## src/rtl/thermal_scan_pkg.sv

```systemverilog
package thermal_scan_pkg;
  localparam logic [7:0] A_USER  = 8'h00;
  localparam logic [7:0] A_AUTO  = 8'h04;
  localparam logic [7:0] A_INTEN = 8'h08;
  localparam logic [7:0] A_PEND  = 8'h0C;
  localparam logic [7:0] A_DATA0 = 8'h20;
  localparam logic [7:0] A_ALRM0 = 8'h30;
  localparam logic [7:0] A_SHUT0 = 8'h40;
  localparam logic [7:0] A_ADEB  = 8'h60;
  localparam logic [7:0] A_SDEB  = 8'h64;
  localparam logic [7:0] A_PNORM = 8'h68;
  localparam logic [7:0] A_PHOT  = 8'h6C;

  localparam int B_EN    = 0;
  localparam int B_QSEL  = 1;
  localparam int B_SHCHK = 4;
  localparam int B_POL   = 8;
  localparam int B_GPIO  = 4;
  localparam int B_CRU   = 8;

  typedef enum logic {ST_WAIT, ST_SCAN} scan_st_e;
endpackage

```

## src/rtl/tsm_scheduler.sv

```systemverilog
module tsm_scheduler
  import thermal_scan_pkg::*;
#(
  parameter int NUM_CH = 2,
  parameter int PER_W  = 16,
  localparam int CH_W  = (NUM_CH > 1) ? $clog2(NUM_CH) : 1
) (
  input  logic             clk_i,
  input  logic             rst_ni,
  input  logic             en_i,
  input  logic             tick_i,
  input  logic [PER_W-1:0] per_norm_i,
  input  logic [PER_W-1:0] per_hot_i,
  input  logic             hot_i,
  input  logic             ack_i,
  output logic             req_o,
  output logic [CH_W-1:0]  ch_o,
  output logic             smp_vld_o
);
  scan_st_e        state_q;
  logic [PER_W-1:0] cnt_q;
  logic [CH_W-1:0]  ch_q;
  logic [PER_W-1:0] per_sel;
  logic             expire;

  assign per_sel = hot_i ? per_hot_i : per_norm_i;
  assign expire  = ((PER_W+1)'(cnt_q) + 1'b1) >= (PER_W+1)'(per_sel);

  always_ff @(posedge clk_i or negedge rst_ni) begin
    if (!rst_ni) begin
      state_q <= ST_WAIT;
      cnt_q   <= '0;
      ch_q    <= '0;
    end else if (!en_i) begin
      state_q <= ST_WAIT;
      cnt_q   <= '0;
      ch_q    <= '0;
    end else begin
      case (state_q)
        ST_WAIT: if (tick_i) begin
          if (expire) begin
            state_q <= ST_SCAN;
            cnt_q   <= '0;
            ch_q    <= '0;
          end else begin
            cnt_q <= cnt_q + 1'b1;
          end
        end
        default: if (ack_i) begin
          if (ch_q == CH_W'(NUM_CH - 1)) state_q <= ST_WAIT;
          else                           ch_q    <= ch_q + 1'b1;
        end
      endcase
    end
  end

  assign req_o     = (state_q == ST_SCAN);
  assign ch_o      = ch_q;
  assign smp_vld_o = req_o & ack_i;

  p_req_off_r12: assert property (@(posedge clk_i) disable iff (!rst_ni)
    !en_i |=> !req_o);
  p_ch_hold_r2: assert property (@(posedge clk_i) disable iff (!rst_ni)
    (en_i && req_o && !ack_i) |=> (req_o && $stable(ch_o)));
endmodule

```

## src/rtl/tsm_chan_eval.sv

```systemverilog
module tsm_chan_eval #(
  parameter int DATA_W     = 12,
  parameter int DEB_W      = 8,
  parameter bit INCREASING = 1'b1
) (
  input  logic              clk_i,
  input  logic              rst_ni,
  input  logic              smp_i,
  input  logic [DATA_W-1:0] data_i,
  input  logic [DATA_W-1:0] alarm_cmp_i,
  input  logic [DATA_W-1:0] shut_cmp_i,
  input  logic [DEB_W-1:0]  alarm_deb_i,
  input  logic [DEB_W-1:0]  shut_deb_i,
  input  logic              shut_chk_i,
  output logic              alarm_hit_o,
  output logic              shut_lat_o,
  output logic              hot_o
);
  logic             exc_a, exc_s, shut_fire;
  logic [DEB_W-1:0] acnt_q, scnt_q, acnt_nxt, scnt_nxt;
  logic             shut_q, hot_q;

  generate
    if (INCREASING) begin : g_inc
      assign exc_a = data_i > alarm_cmp_i;
      assign exc_s = data_i > shut_cmp_i;
    end else begin : g_dec
      assign exc_a = data_i < alarm_cmp_i;
      assign exc_s = data_i < shut_cmp_i;
    end
  endgenerate

  // saturating run-length of consecutive over-limit samples
  assign acnt_nxt = !exc_a ? '0 : (&acnt_q ? acnt_q : acnt_q + 1'b1);
  assign scnt_nxt = !exc_s ? '0 : (&scnt_q ? scnt_q : scnt_q + 1'b1);

  assign alarm_hit_o = smp_i && exc_a && (acnt_nxt >= alarm_deb_i);
  assign shut_fire   = smp_i && shut_chk_i && exc_s && (scnt_nxt >= shut_deb_i);

  always_ff @(posedge clk_i or negedge rst_ni) begin
    if (!rst_ni) begin
      acnt_q <= '0;
      scnt_q <= '0;
      shut_q <= 1'b0;
      hot_q  <= 1'b0;
    end else begin
      if (smp_i) begin
        acnt_q <= acnt_nxt;
        scnt_q <= scnt_nxt;
        hot_q  <= exc_a | exc_s;
      end
      if (shut_fire) shut_q <= 1'b1;
    end
  end

  assign shut_lat_o = shut_q;
  assign hot_o      = hot_q;

  p_shut_sticky_r11: assert property (@(posedge clk_i) disable iff (!rst_ni)
    shut_q |=> shut_q);
  p_dbc_clear_r6: assert property (@(posedge clk_i) disable iff (!rst_ni)
    (smp_i && !exc_a) |=> (acnt_q == '0));
endmodule

```

## src/rtl/tsm_regs.sv

```systemverilog
module tsm_regs
  import thermal_scan_pkg::*;
#(
  parameter int NUM_CH      = 2,
  parameter int DATA_W      = 12,
  parameter int DEB_W       = 8,
  parameter int PER_W       = 16,
  parameter bit INCREASING  = 1'b1,
  parameter int SHUT_PD_BIT = 8,
  localparam int CH_W       = (NUM_CH > 1) ? $clog2(NUM_CH) : 1
) (
  input  logic                          clk_i,
  input  logic                          rst_ni,
  input  logic [7:0]                    addr_i,
  input  logic [31:0]                   wdata_i,
  input  logic                          we_i,
  output logic [31:0]                   rdata_o,
  input  logic                          smp_vld_i,
  input  logic [CH_W-1:0]               smp_ch_i,
  input  logic [DATA_W-1:0]             smp_data_i,
  input  logic [NUM_CH-1:0]             alarm_hit_i,
  input  logic                          shut_any_i,
  output logic                          auto_en_o,
  output logic                          qsel_o,
  output logic                          pol_o,
  output logic [NUM_CH-1:0]             shut_chk_o,
  output logic [NUM_CH-1:0]             int_en_o,
  output logic [NUM_CH-1:0]             gpio_rt_o,
  output logic [NUM_CH-1:0]             cru_rt_o,
  output logic [NUM_CH-1:0][DATA_W-1:0] alarm_cmp_o,
  output logic [NUM_CH-1:0][DATA_W-1:0] shut_cmp_o,
  output logic [DEB_W-1:0]              alarm_deb_o,
  output logic [DEB_W-1:0]              shut_deb_o,
  output logic [PER_W-1:0]              per_norm_o,
  output logic [PER_W-1:0]              per_hot_o,
  output logic [NUM_CH-1:0]             pend_o
);
  localparam logic [DATA_W-1:0] CMP_RST = INCREASING ? '1 : '0;

  logic [31:0]                   user_q;
  logic [15:0]                   auto_q, inten_q;
  logic [NUM_CH-1:0]             pend_q, pclr;
  logic [NUM_CH-1:0][DATA_W-1:0] data_q, acmp_q, scmp_q;
  logic [DEB_W-1:0]              adeb_q, sdeb_q;
  logic [PER_W-1:0]              pnorm_q, phot_q;

  assign pclr = (we_i && addr_i == A_PEND) ? wdata_i[NUM_CH-1:0] : '0;

  always_ff @(posedge clk_i or negedge rst_ni) begin
    if (!rst_ni) begin
      user_q  <= '0;
      auto_q  <= '0;
      inten_q <= '0;
      pend_q  <= '0;
      adeb_q  <= DEB_W'(4);
      sdeb_q  <= DEB_W'(4);
      pnorm_q <= PER_W'(250);
      phot_q  <= PER_W'(50);
      for (int c = 0; c < NUM_CH; c++) begin
        data_q[c] <= '0;
        acmp_q[c] <= CMP_RST;
        scmp_q[c] <= CMP_RST;
      end
    end else begin
      pend_q <= (pend_q & ~pclr) | alarm_hit_i;  // set wins
      if (smp_vld_i) data_q[smp_ch_i] <= smp_data_i;
      if (we_i) begin
        if (addr_i == A_USER)  user_q  <= wdata_i;
        if (addr_i == A_AUTO)  auto_q  <= wdata_i[15:0];
        if (addr_i == A_INTEN) inten_q <= wdata_i[15:0];
        if (addr_i == A_ADEB)  adeb_q  <= wdata_i[DEB_W-1:0];
        if (addr_i == A_SDEB)  sdeb_q  <= wdata_i[DEB_W-1:0];
        if (addr_i == A_PNORM) pnorm_q <= wdata_i[PER_W-1:0];
        if (addr_i == A_PHOT)  phot_q  <= wdata_i[PER_W-1:0];
        for (int c = 0; c < NUM_CH; c++) begin
          if (addr_i == 8'(A_ALRM0 + 4*c)) acmp_q[c] <= wdata_i[DATA_W-1:0];
          if (addr_i == 8'(A_SHUT0 + 4*c)) scmp_q[c] <= wdata_i[DATA_W-1:0];
        end
      end
    end
  end

  always_comb begin
    rdata_o = '0;
    if (addr_i == A_USER)  rdata_o = user_q;
    if (addr_i == A_AUTO)  rdata_o = 32'(auto_q);
    if (addr_i == A_INTEN) rdata_o = 32'(inten_q);
    if (addr_i == A_PEND)  rdata_o = 32'(pend_q) | (32'(shut_any_i) << SHUT_PD_BIT);
    if (addr_i == A_ADEB)  rdata_o = 32'(adeb_q);
    if (addr_i == A_SDEB)  rdata_o = 32'(sdeb_q);
    if (addr_i == A_PNORM) rdata_o = 32'(pnorm_q);
    if (addr_i == A_PHOT)  rdata_o = 32'(phot_q);
    for (int c = 0; c < NUM_CH; c++) begin
      if (addr_i == 8'(A_DATA0 + 4*c)) rdata_o = 32'(data_q[c]);
      if (addr_i == 8'(A_ALRM0 + 4*c)) rdata_o = 32'(acmp_q[c]);
      if (addr_i == 8'(A_SHUT0 + 4*c)) rdata_o = 32'(scmp_q[c]);
    end
  end

  assign auto_en_o   = auto_q[B_EN];
  assign qsel_o      = auto_q[B_QSEL];
  assign pol_o       = auto_q[B_POL];
  assign shut_chk_o  = auto_q[B_SHCHK +: NUM_CH];
  assign int_en_o    = inten_q[NUM_CH-1:0];
  assign gpio_rt_o   = inten_q[B_GPIO +: NUM_CH];
  assign cru_rt_o    = inten_q[B_CRU +: NUM_CH];
  assign alarm_cmp_o = acmp_q;
  assign shut_cmp_o  = scmp_q;
  assign alarm_deb_o = adeb_q;
  assign shut_deb_o  = sdeb_q;
  assign per_norm_o  = pnorm_q;
  assign per_hot_o   = phot_q;
  assign pend_o      = pend_q;

  generate
    for (genvar c = 0; c < NUM_CH; c++) begin : g_pchk
      p_pend_src_r8: assert property (@(posedge clk_i) disable iff (!rst_ni)
        $rose(pend_q[c]) |-> $past(alarm_hit_i[c]));
    end
  endgenerate
endmodule

```

## src/rtl/thermal_scan_mon.sv

```systemverilog
module thermal_scan_mon #(
  parameter int NUM_CH     = 2,
  parameter int DATA_W     = 12,
  parameter int DEB_W      = 8,
  parameter int PER_W      = 16,
  parameter bit INCREASING = 1'b1,
  localparam int CH_W        = (NUM_CH > 1) ? $clog2(NUM_CH) : 1,
  localparam int SHUT_PD_BIT = (DATA_W > 10) ? 8 : 16
) (
  input  logic              clk_i,
  input  logic              rst_ni,
  input  logic [7:0]        addr_i,
  input  logic [31:0]       wdata_i,
  input  logic              we_i,
  output logic [31:0]       rdata_o,
  input  logic              tick_i,
  output logic              conv_req_o,
  output logic [CH_W-1:0]   conv_ch_o,
  input  logic              conv_ack_i,
  input  logic [DATA_W-1:0] conv_data_i,
  output logic              irq_o,
  output logic              tshut_cru_o,
  output logic              tshut_gpio_o
);
  logic                          auto_en, qsel, pol, smp_vld;
  logic [NUM_CH-1:0]             shut_chk, int_en, gpio_rt, cru_rt, pend;
  logic [NUM_CH-1:0]             alarm_hit, shut_lat, hot;
  logic [NUM_CH-1:0][DATA_W-1:0] alarm_cmp, shut_cmp;
  logic [DEB_W-1:0]              alarm_deb, shut_deb;
  logic [PER_W-1:0]              per_norm, per_hot;
  logic [DATA_W-1:0]             smp_data;
  logic                          gpio_act, cru_act;

  // complemented reading, modulo the data width
  assign smp_data = qsel ? (DATA_W'(32'd1024) - conv_data_i) : conv_data_i;

  tsm_scheduler #(.NUM_CH(NUM_CH), .PER_W(PER_W)) i_sched (
    .clk_i, .rst_ni,
    .en_i      (auto_en),
    .tick_i,
    .per_norm_i(per_norm),
    .per_hot_i (per_hot),
    .hot_i     (|hot),
    .ack_i     (conv_ack_i),
    .req_o     (conv_req_o),
    .ch_o      (conv_ch_o),
    .smp_vld_o (smp_vld)
  );

  tsm_regs #(
    .NUM_CH(NUM_CH), .DATA_W(DATA_W), .DEB_W(DEB_W), .PER_W(PER_W),
    .INCREASING(INCREASING), .SHUT_PD_BIT(SHUT_PD_BIT)
  ) i_regs (
    .clk_i, .rst_ni, .addr_i, .wdata_i, .we_i, .rdata_o,
    .smp_vld_i  (smp_vld),
    .smp_ch_i   (conv_ch_o),
    .smp_data_i (smp_data),
    .alarm_hit_i(alarm_hit),
    .shut_any_i (|shut_lat),
    .auto_en_o  (auto_en),
    .qsel_o     (qsel),
    .pol_o      (pol),
    .shut_chk_o (shut_chk),
    .int_en_o   (int_en),
    .gpio_rt_o  (gpio_rt),
    .cru_rt_o   (cru_rt),
    .alarm_cmp_o(alarm_cmp),
    .shut_cmp_o (shut_cmp),
    .alarm_deb_o(alarm_deb),
    .shut_deb_o (shut_deb),
    .per_norm_o (per_norm),
    .per_hot_o  (per_hot),
    .pend_o     (pend)
  );

  generate
    for (genvar c = 0; c < NUM_CH; c++) begin : g_ch
      tsm_chan_eval #(.DATA_W(DATA_W), .DEB_W(DEB_W), .INCREASING(INCREASING)) i_eval (
        .clk_i, .rst_ni,
        .smp_i      (smp_vld && (conv_ch_o == CH_W'(c))),
        .data_i     (smp_data),
        .alarm_cmp_i(alarm_cmp[c]),
        .shut_cmp_i (shut_cmp[c]),
        .alarm_deb_i(alarm_deb),
        .shut_deb_i (shut_deb),
        .shut_chk_i (shut_chk[c]),
        .alarm_hit_o(alarm_hit[c]),
        .shut_lat_o (shut_lat[c]),
        .hot_o      (hot[c])
      );
    end
  endgenerate

  assign irq_o        = |(pend & int_en);
  assign gpio_act     = |(shut_lat & gpio_rt);
  assign cru_act      = |(shut_lat & cru_rt);
  assign tshut_gpio_o = pol ? gpio_act : ~gpio_act;
  assign tshut_cru_o  = pol ? cru_act  : ~cru_act;
endmodule

```

## config.mk

```make
export PLATFORM = sky130hd
export DESIGN_NAME = thermal_scan_mon
export DESIGN_NICKNAME = d
export VERILOG_FILES = /design/src/rtl/thermal_scan_pkg.sv /design/src/rtl/tsm_scheduler.sv /design/src/rtl/tsm_chan_eval.sv /design/src/rtl/tsm_regs.sv /design/src/rtl/thermal_scan_mon.sv
export SDC_FILE = /design/constraint.sdc
export NUM_CORES = 1
export LEC_CHECK = 0
export ABC_CLOCK_PERIOD_IN_PS = 5500
export CAP_MARGIN = 40
export CORE_UTILIZATION = 60
export DETAILED_ROUTE_END_ITERATION = 10
export DONT_BUFFER_PORTS = 1
export PLACE_DENSITY = 0.76
export SYNTH_ARGS = -nofsm -noshare
export SYNTH_HDL_FRONTEND = slang
export SYNTH_SLANG_ARGS = --single-unit
```

## constraint.sdc

```tcl
create_clock -name clk_i -period 5.5 [get_ports clk_i]
set_clock_uncertainty 0.2 [all_clocks]
set_input_delay 0.275 -clock clk_i [delete_from_list [all_inputs] [get_ports clk_i]]
set_output_delay 0.275 -clock clk_i [all_outputs]
set_load 0.005 [all_outputs]
```

==> results of run 1 <==
-- per-layer routing --
| metal | up-vias | global-route usage, % | part of all wire (%) |
|---|---|---|---|
| met5 | - | 0 | 0 |
| met4 | 0 | 14.2 | 4.5 |
| met3 | 122 | 6.99 | 7.1 |
| met2 | 465 | 53.3 | 47 |
| met1 | 6071 | 41.4 | 41 |
| li1 | 5489 | - | - |
-- power by group --
group / total, mW / internal (mW) / leakage, nW / switching, mW
Clock: 1.91 / 1.16 / 0.474 / 0.755
Combinational: 0.543 / 0.248 / 4.04 / 0.295
Sequential: 1.93 / 1.87 / 3.10 / 0.0662
Total: 4.39 / 3.27 / 7.61 / 1.12
-- registers in the layout, summed over array words and instances, names as in the netlist, 16 cells and up --
name and cells:
i_regs.per_norm_o 16, i_sched.cnt_q 16, i_regs.user_q 32, i_regs.auto_q 16, i_regs.per_hot_o 16, i_regs.inten_q 16, g_ch.i_eval.scnt_q 16, g_ch.i_eval.acnt_q 16
i_regs.alarm_cmp_o 24, i_regs.shut_cmp_o 24, i_regs.data_q 24
-- per-stage QoR --
| step | area, µm² | hold slack, ns |
|---|---|---|
| final | 16800 | -0.772 |
| after global routing | 16800 | -0.786 |
| after CTS | 16800 | -0.793 |
| after detailed placement | 15200 | -0.207 |
| after global placement | 15200 | -0.205 |
| after floorplan | 15000 | -0.221 |
-- synth_stat cells, types with 23 or more instances --
cell        n
a21oi_1    71
and3_1     31
clkbuf_1   51
dfrtp_1   181
dfstp_2    59
ha_1      102
inv_1      86
mux2_2    166
mux2i_1    33
nand2_1   111
nand3_1    44
nand4_1    23
nor2_1     83
o21ai_0    92
-- repair_timing --
item / 4_1_cts / 5_1_grt
setup endpoints to repair: 0 / 0
buffers inserted: 0 / 0
endpoints found under the hold margin: 433 / 240
-- cell families (layout without fill, tap and decap cells) --
kind of cell | count (synthesis) | in the layout | share of synthesized area [%]
flip-flops | 240 | 240 | 40.5
AND/OR/NAND/NOR | 407 | 407 | 14.0
multiplexers | 209 | 209 | 15.7
XOR/XNOR | 38 | 38 | 2.22
AO/OA/AOI/OAI | 333 | 333 | 14.5
other | 0 | 3 | 0
buffers and inverters | 165 | 214 | 4.50
adder cells (fa/ha/maj) | 102 | 102 | 8.51
-- worst paths after layout --
path	to	cells after the start	start
max	g_ch[1].i_eval.shut_lat_o	20	conv_data_i[0]
min	i_sched.cnt_q[12]	0	rst_ni
max reg2reg	g_ch[1].i_eval.shut_lat_o	17	i_regs.auto_q[1]
min reg2reg	i_regs.data_q[16]	2	i_regs.data_q[16]
max in group asynchronous	i_regs.shut_cmp_o[18]	0	rst_ni
min in group clk_i	i_regs.alarm_cmp_o[11]	2	we_i
-- layout make-up --
| cell class | count | area [µm²] | share of cell area, % |
|---|---|---|---|
| tap | 324 | 405 | 2.42 |
| timing repair buffer | 78 | 754 | 4.49 |
| multi-input combinational | 1089 | 8260 | 49.2 |
| sequential | 240 | 6080 | 36.2 |
| inverter | 86 | 323 | 1.92 |
| clock buffer | 43 | 856 | 5.10 |
| clock inverter | 7 | 103 | 0.611 |
| antenna | 3 | 7.51 | 0.0447 |
==> flow_metrics.tcl, run 1 <==
set metrics [dict create \
    status "finished, violations left" \
    violations "hold timing" \
    max-slew-margin-rel_pct 38.7 \
    finalSetupTns_ns 0 \
    ys_types 84 \
    dr_total_vias 12147 \
    worst_ep_arrival_time_ns 5.26 \
    ant_nets 0 \
    final_common_cell "dfrtp_1" \
    cts_tree "done" \
    dieHeight_um 160 \
    vdd_drop_max_v 0.000334 \
    synth_cells 1494 \
    synth.largest_area_cell "dfrtp_1" \
    grt.total_usage_pct 32.5 \
    grt_max_degree 241 \
    path_class "in -> reg" \
    avgSynthCellArea_um2 10.0 \
    remaining_drc_errors 0 \
    worst_skew_pair.late_latency_ns 0.57 \
    nets 1681 \
    holdWs_ns -0.772 \
    core_area_mm2 0.0244 \
    tightest_slew_ns 0.919 \
    layout_common_cells "dfrtp_1 (181), mux2_2 (166), nand2_1 (111)" \
    p_leak_nw 7.61 \
    synth_warnings 0 \
    power_density_mw_per_mm2 261 \
    drt_iter0_drc 949 \
    clk_pin_slew_ns 0.06 \
    antenna_found_initial 3 \
    wirelength_um 41600 \
    rsz0062_at_grt "false" \
    cts_root_buffer "clkbuf_16" \
    crit_path_max_incr_delay_ns 0.55 \
    synthFlopType "dfrtp_1" \
    drive_gt1_share_pct 22.0 \
    io_buffers 0 \
    core.rowCount 57 \
    worstPathCellList "dlygate4sd3_1, inv_1, ha_1, nand2b_1, o41ai_1, xor2_1, inv_1, ha_1, and3_1, a221o_1, a221o_1, o21ai_2, nand2b_1, ha_1, nand2b_1, nand3_1, a21oi_1, a2111oi_0, o21bai_1, a31o_2" \
    overflow 0 \
    syn_nets 1653 \
    path_delay_family "compound AO/OA/AOI/OAI gates" \
    setup_violations 0 \
    async_reset_ff_share_pct 100 \
    cts_made_buffers 27 \
    h-tree-depth 1 \
    fill_cells 1818 \
    clockBufferDepth 3 \
    viasPerCell 6.50 \
    grt_pass1_vias 12145 \
    fmax_ghz 0.199 \
    ys_seq_elements 240 \
    max-cap-violations 0 \
    post_cts_resized 0 \
    dr.pass1.iters 9 \
    areaGrowthSynthToFinish_pct 11.9 \
    crit_path_end_kind "flop" \
    stdcell_count 1870 \
    post-route-period-util_pct 91.3 \
    synth_enable_flop_cells 0 \
    clock_sinks 240 \
    die_w_um 160 \
    slew_viol_final 0 \
    fin_crit_ns 5.02 \
    dpl.hpwl_um 27900 \
    cp_max_fo 9 \
    globalplace.congestion 0.940 \
    dpl_worst_slack_ns 0.481 \
    synth_top_area_share_pct 30.2 \
    setup_slack_ns 0.480 \
    io_pins 94 \
    synth-seq-area-share_pct 40.5 \
    design.die.area_mm2 0.0256 \
    hold_violations 240 \
    grt_pass1_wl_um 65500 \
    wl_per_cell_um 22.2 \
    hold_buffers 61 \
    hold_class "in -> async" \
    critPathBufInv 3 \
    rrSetupSlack_ns 0.72 \
    crit_path_start_kind "input pin" \
    syn_area_mm2 0.0150 \
    synth.area.top_cells "dfrtp_1 (30%), mux2_2 (12%), dfstp_2 (10%), ha_1 (8.5%), o21ai_0 (3.1%)" \
    dp.cells 1756 \
    finalPower_mw 4.39 \
    final_util_pct 68.8 \
    cp_slowest_cell "dlygate4sd3_1" \
    required_ns 5.74 \
    initial_utilization_pct 61.5 \
]
(Power assumes the default switching activity.)
==> inputs of run 2 (changes only) <==
--- a/config.mk
+++ b/config.mk
@@ -7,10 +7,12 @@
 export LEC_CHECK = 0
 export ABC_CLOCK_PERIOD_IN_PS = 5500
 export CAP_MARGIN = 40
+export CORE_ASPECT_RATIO = 1.25
 export CORE_UTILIZATION = 60
 export DETAILED_ROUTE_END_ITERATION = 10
 export DONT_BUFFER_PORTS = 1
 export PLACE_DENSITY = 0.76
 export SYNTH_ARGS = -nofsm -noshare
 export SYNTH_HDL_FRONTEND = slang
+export SYNTH_HIERARCHICAL = 1
 export SYNTH_SLANG_ARGS = --single-unit
==> run 2 against run 1 <==
The run still ends with hold timing left. Critical path depth down 4. Hold slack improved by 0.0057 ns. Fmax rose by 8.2%. Utilization shrank 1.9 points. Global-route usage decreased by 0.73 points. Largest power group unchanged.
==> flow_metrics.tcl, run 2 <==
set metrics [dict create \
    status "finished, violations left" \
    violations "hold timing" \
    clkPwrFrac_pct 42.0 \
    dpl.hpwl_um 29000 \
    synth.largest_area_cell "dfrtp_1" \
    p_sw_mw 1.13 \
    max-slew-margin-rel_pct 38.7 \
    initial_utilization_pct 61.4 \
    wl_per_cell_um 22.3 \
    final_util_pct 66.9 \
    use_met1_pct 37.9 \
    cts_tree "done" \
    cts_setup_buffers 0 \
    synth_cells 1543 \
    drt_iter0_drc 945 \
    ys_seq_elements 240 \
    overflow 0 \
    required_ns 5.78 \
    avgSynthCellArea_um2 10.1 \
    hold_buffers 41 \
    ys_types 92 \
    hold_violations 240 \
    top_register "i_regs/user_q" \
    io_pins 94 \
    ant_nets 0 \
    fmax_ghz 0.216 \
    grt_pass1_wl_um 66100 \
    crit_path_max_incr_delay_ns 0.72 \
    max-cap-violations 0 \
    synth-simple-area-share_pct 14.1 \
    p_leak_nw 7.70 \
    synth-seq-area-share_pct 39.0 \
    path_class "reg -> reg" \
    worst_ep_arrival_time_ns 4.92 \
    synth_mux_area_share_pct 16.4 \
    globalplace.congestion 0.961 \
    async_reset_ff_share_pct 100 \
    synth_enable_flop_cells 0 \
    rsz0062_at_grt "false" \
    finalSetupTns_ns 0 \
    final_common_cell "dfrtp_1" \
    synth_xor_area_share_pct 1.91 \
    synth_fa_ha_area_share_pct 8.19 \
    wirelength_um 42200 \
    fill_cells 1958 \
    power_density_mw_per_mm2 257 \
    slew_viol_final 0 \
    grt_max_degree 241 \
    intPower_mw 3.23 \
    worst_skew_pair.late_latency_ns 0.55 \
    synth_common_cells "dfrtp_1 (181), mux2_2 (174), nor2_1 (112), a21oi_1 (108), ha_1 (102)" \
    remaining_drc_errors 0 \
    areaGrowthSynthToFinish_pct 8.99 \
    core_area_mm2 0.0254 \
    synth_most_common_cell "dfrtp_1" \
    swShare_pct 25.9 \
    h-tree-depth 1 \
    synth_top_area_share_pct 29.1 \
    antenna_found_initial 2 \
    cts_made_buffers 26 \
    die_w_um 146 \
    clk_pin_slew_ns 0.06 \
    holdWs_ns -0.767 \
    p_seq_share_pct 44.5 \
    drive_gt1_share_pct 23.7 \
    io_buffers 0 \
    hold_class "in -> async" \
    tightest_slew_ns 0.920 \
    fin_crit_ns 4.64 \
    clockBufferDepth 3 \
    grtUsageMet3_pct 6.02 \
    grt-busiest-layer "met2" \
    worstPathCellList "o41ai_2, xnor2_1, ha_1, nand4_1, nor2_1, o21a_1, o41ai_4, buf_4, o21bai_1, nor2_1, ha_1, o2111ai_1, nand2_1, nand4_1, a211oi_1, a21o_1" \
    cp_max_fo 14 \
    design.die.area_mm2 0.0266 \
    viasPerCell 6.45 \
    post-route-period-util_pct 84.3 \
    grt.total_usage_pct 31.7 \
    dr_total_vias 12214 \
    nets 1695 \
    met2_usage_pct 53.9 \
    clock_sinks 240 \
    grt_pass1_vias 12259 \
    largest_register_ffs 32 \
    synthFlopType "dfrtp_1" \
    vdd_drop_max_v 0.000219 \
    dr.pass1.iters 5 \
    cts_root_buffer "clkbuf_16" \
    setup_violations 0 \
    syn_area_mm2 0.0156 \
    dieHeight_um 182 \
    synth_compound_area_share_pct 14.7 \
    layout_common_cells "dfrtp_1 (181), mux2_2 (174), nor2_1 (112)" \
    core.rowCount 65 \
    synth.area.top_cells "dfrtp_1 (29%), mux2_2 (13%), dfstp_2 (10%), ha_1 (8.2%), a21oi_1 (3.5%)" \
    synth_top_family_by_area "multiplexers" \
    syn_nets 1702 \
    cp_slowest_cell "dfrtp_1" \
    crit_path_start_kind "flop" \
    synth_warnings 6 \
    combPwrFrac_pct 13.5 \
    crit_path_end_kind "flop" \
]
run 2: logic make-up (layout without fill, tap and decap cells):
logic type | Yosys count | count (layout)
and+or+nand+nor | 409 | 409
AOI/OAI and AO/OA | 341 | 341
DFF | 240 | 240
muxes | 225 | 225
buffers and inverters | 192 | 205
adders and majority gates | 102 | 102
xor gates and xnor gates | 34 | 34
other | 0 | 3
run 2: final cells by class:
type	instances	area, µm²	share of cell area (%)
multi-input combinational	1111	8630	50.8
sequential	240	6080	35.8
clock buffer	38	756	4.45
timing repair buffer	61	578	3.40
tap	335	419	2.47
inverter	96	360	2.12
clock inverter	10	146	0.862
antenna	3	7.51	0.0442
run 2: timing repair:
| item | CTS | global route |
|---|---|---|
| resized for setup | 0 | 0 |
| endpoints found under the hold margin | 418 | 240 |
| endpoints found under the setup margin | 0 | 0 |
run 2: final timing paths:
check | start | to | slack [ns] | cells past startpoint
max | i_regs/auto_q[1] | i_regs/pend_o[0] | 0.86 | 16
min | rst_ni | i_regs/user_q[29] | -0.77 | 0
max reg2reg | i_regs/auto_q[1] | i_regs/pend_o[0] | 0.86 | 16
min reg2reg | i_regs/user_q[3] | i_regs/user_q[3] | 0.29 | 1
max in group asynchronous | rst_ni | i_regs/alarm_cmp_o[19] | 5.44 | 0
min in group clk_i | we_i | i_regs/pend_o[1] | 0.03 | 4
run 2: per-stage QoR:
stage / hold WS [ns] / worst slack [ns] / instance area, µm² / power (mW) / instances
CTS: -0.789 / 1.01 / 17000 / 4.39 / 1891
global route: -0.785 / 0.726 / 17000 / 4.53 / 1892
finish: -0.767 / 0.862 / 17000 / 4.36 / 1894
global placement: -0.210 / 0.952 / 15600 / 2.48 / 1798
floorplan: -0.221 / 1.25 / 15600 / 2.41 / 1543
detailed placement: -0.210 / 0.843 / 15700 / 2.50 / 1802
run 2: per-layer routing:
metal / vias to the layer above / routed length (µm)
met1: 6049 / 16300
met4: 0 / 2460
li1: 5558 / -
met5: - / 0
met2: 466 / 20500
met3: 141 / 2970
run 2: power by group through the flow:
| stage | logic, mW | clock network (mW) | registers, mW |
|---|---|---|---|
| finish | 0.590 | 1.83 | 1.94 |
| global route | 0.649 | 1.93 | 1.95 |
| CTS | 0.586 | 1.87 | 1.94 |
| detailed placement | 0.535 | 0 | 1.97 |
| global placement | 0.517 | 0 | 1.96 |
| floorplan | 0.471 | 0 | 1.94 |
run 2: worst max-delay path: cells and delay by family, from the launching register on:
family | cells | cell delay (ns)
DFF | 1 | 0.72
buffers and inverters | 1 | 0.27
xor gates and xnor gates | 1 | 0.68
adders and majority gates | 2 | 0.65
and+or+nand+nor | 5 | 0.53
AOI/OAI and AO/OA | 7 | 1.51
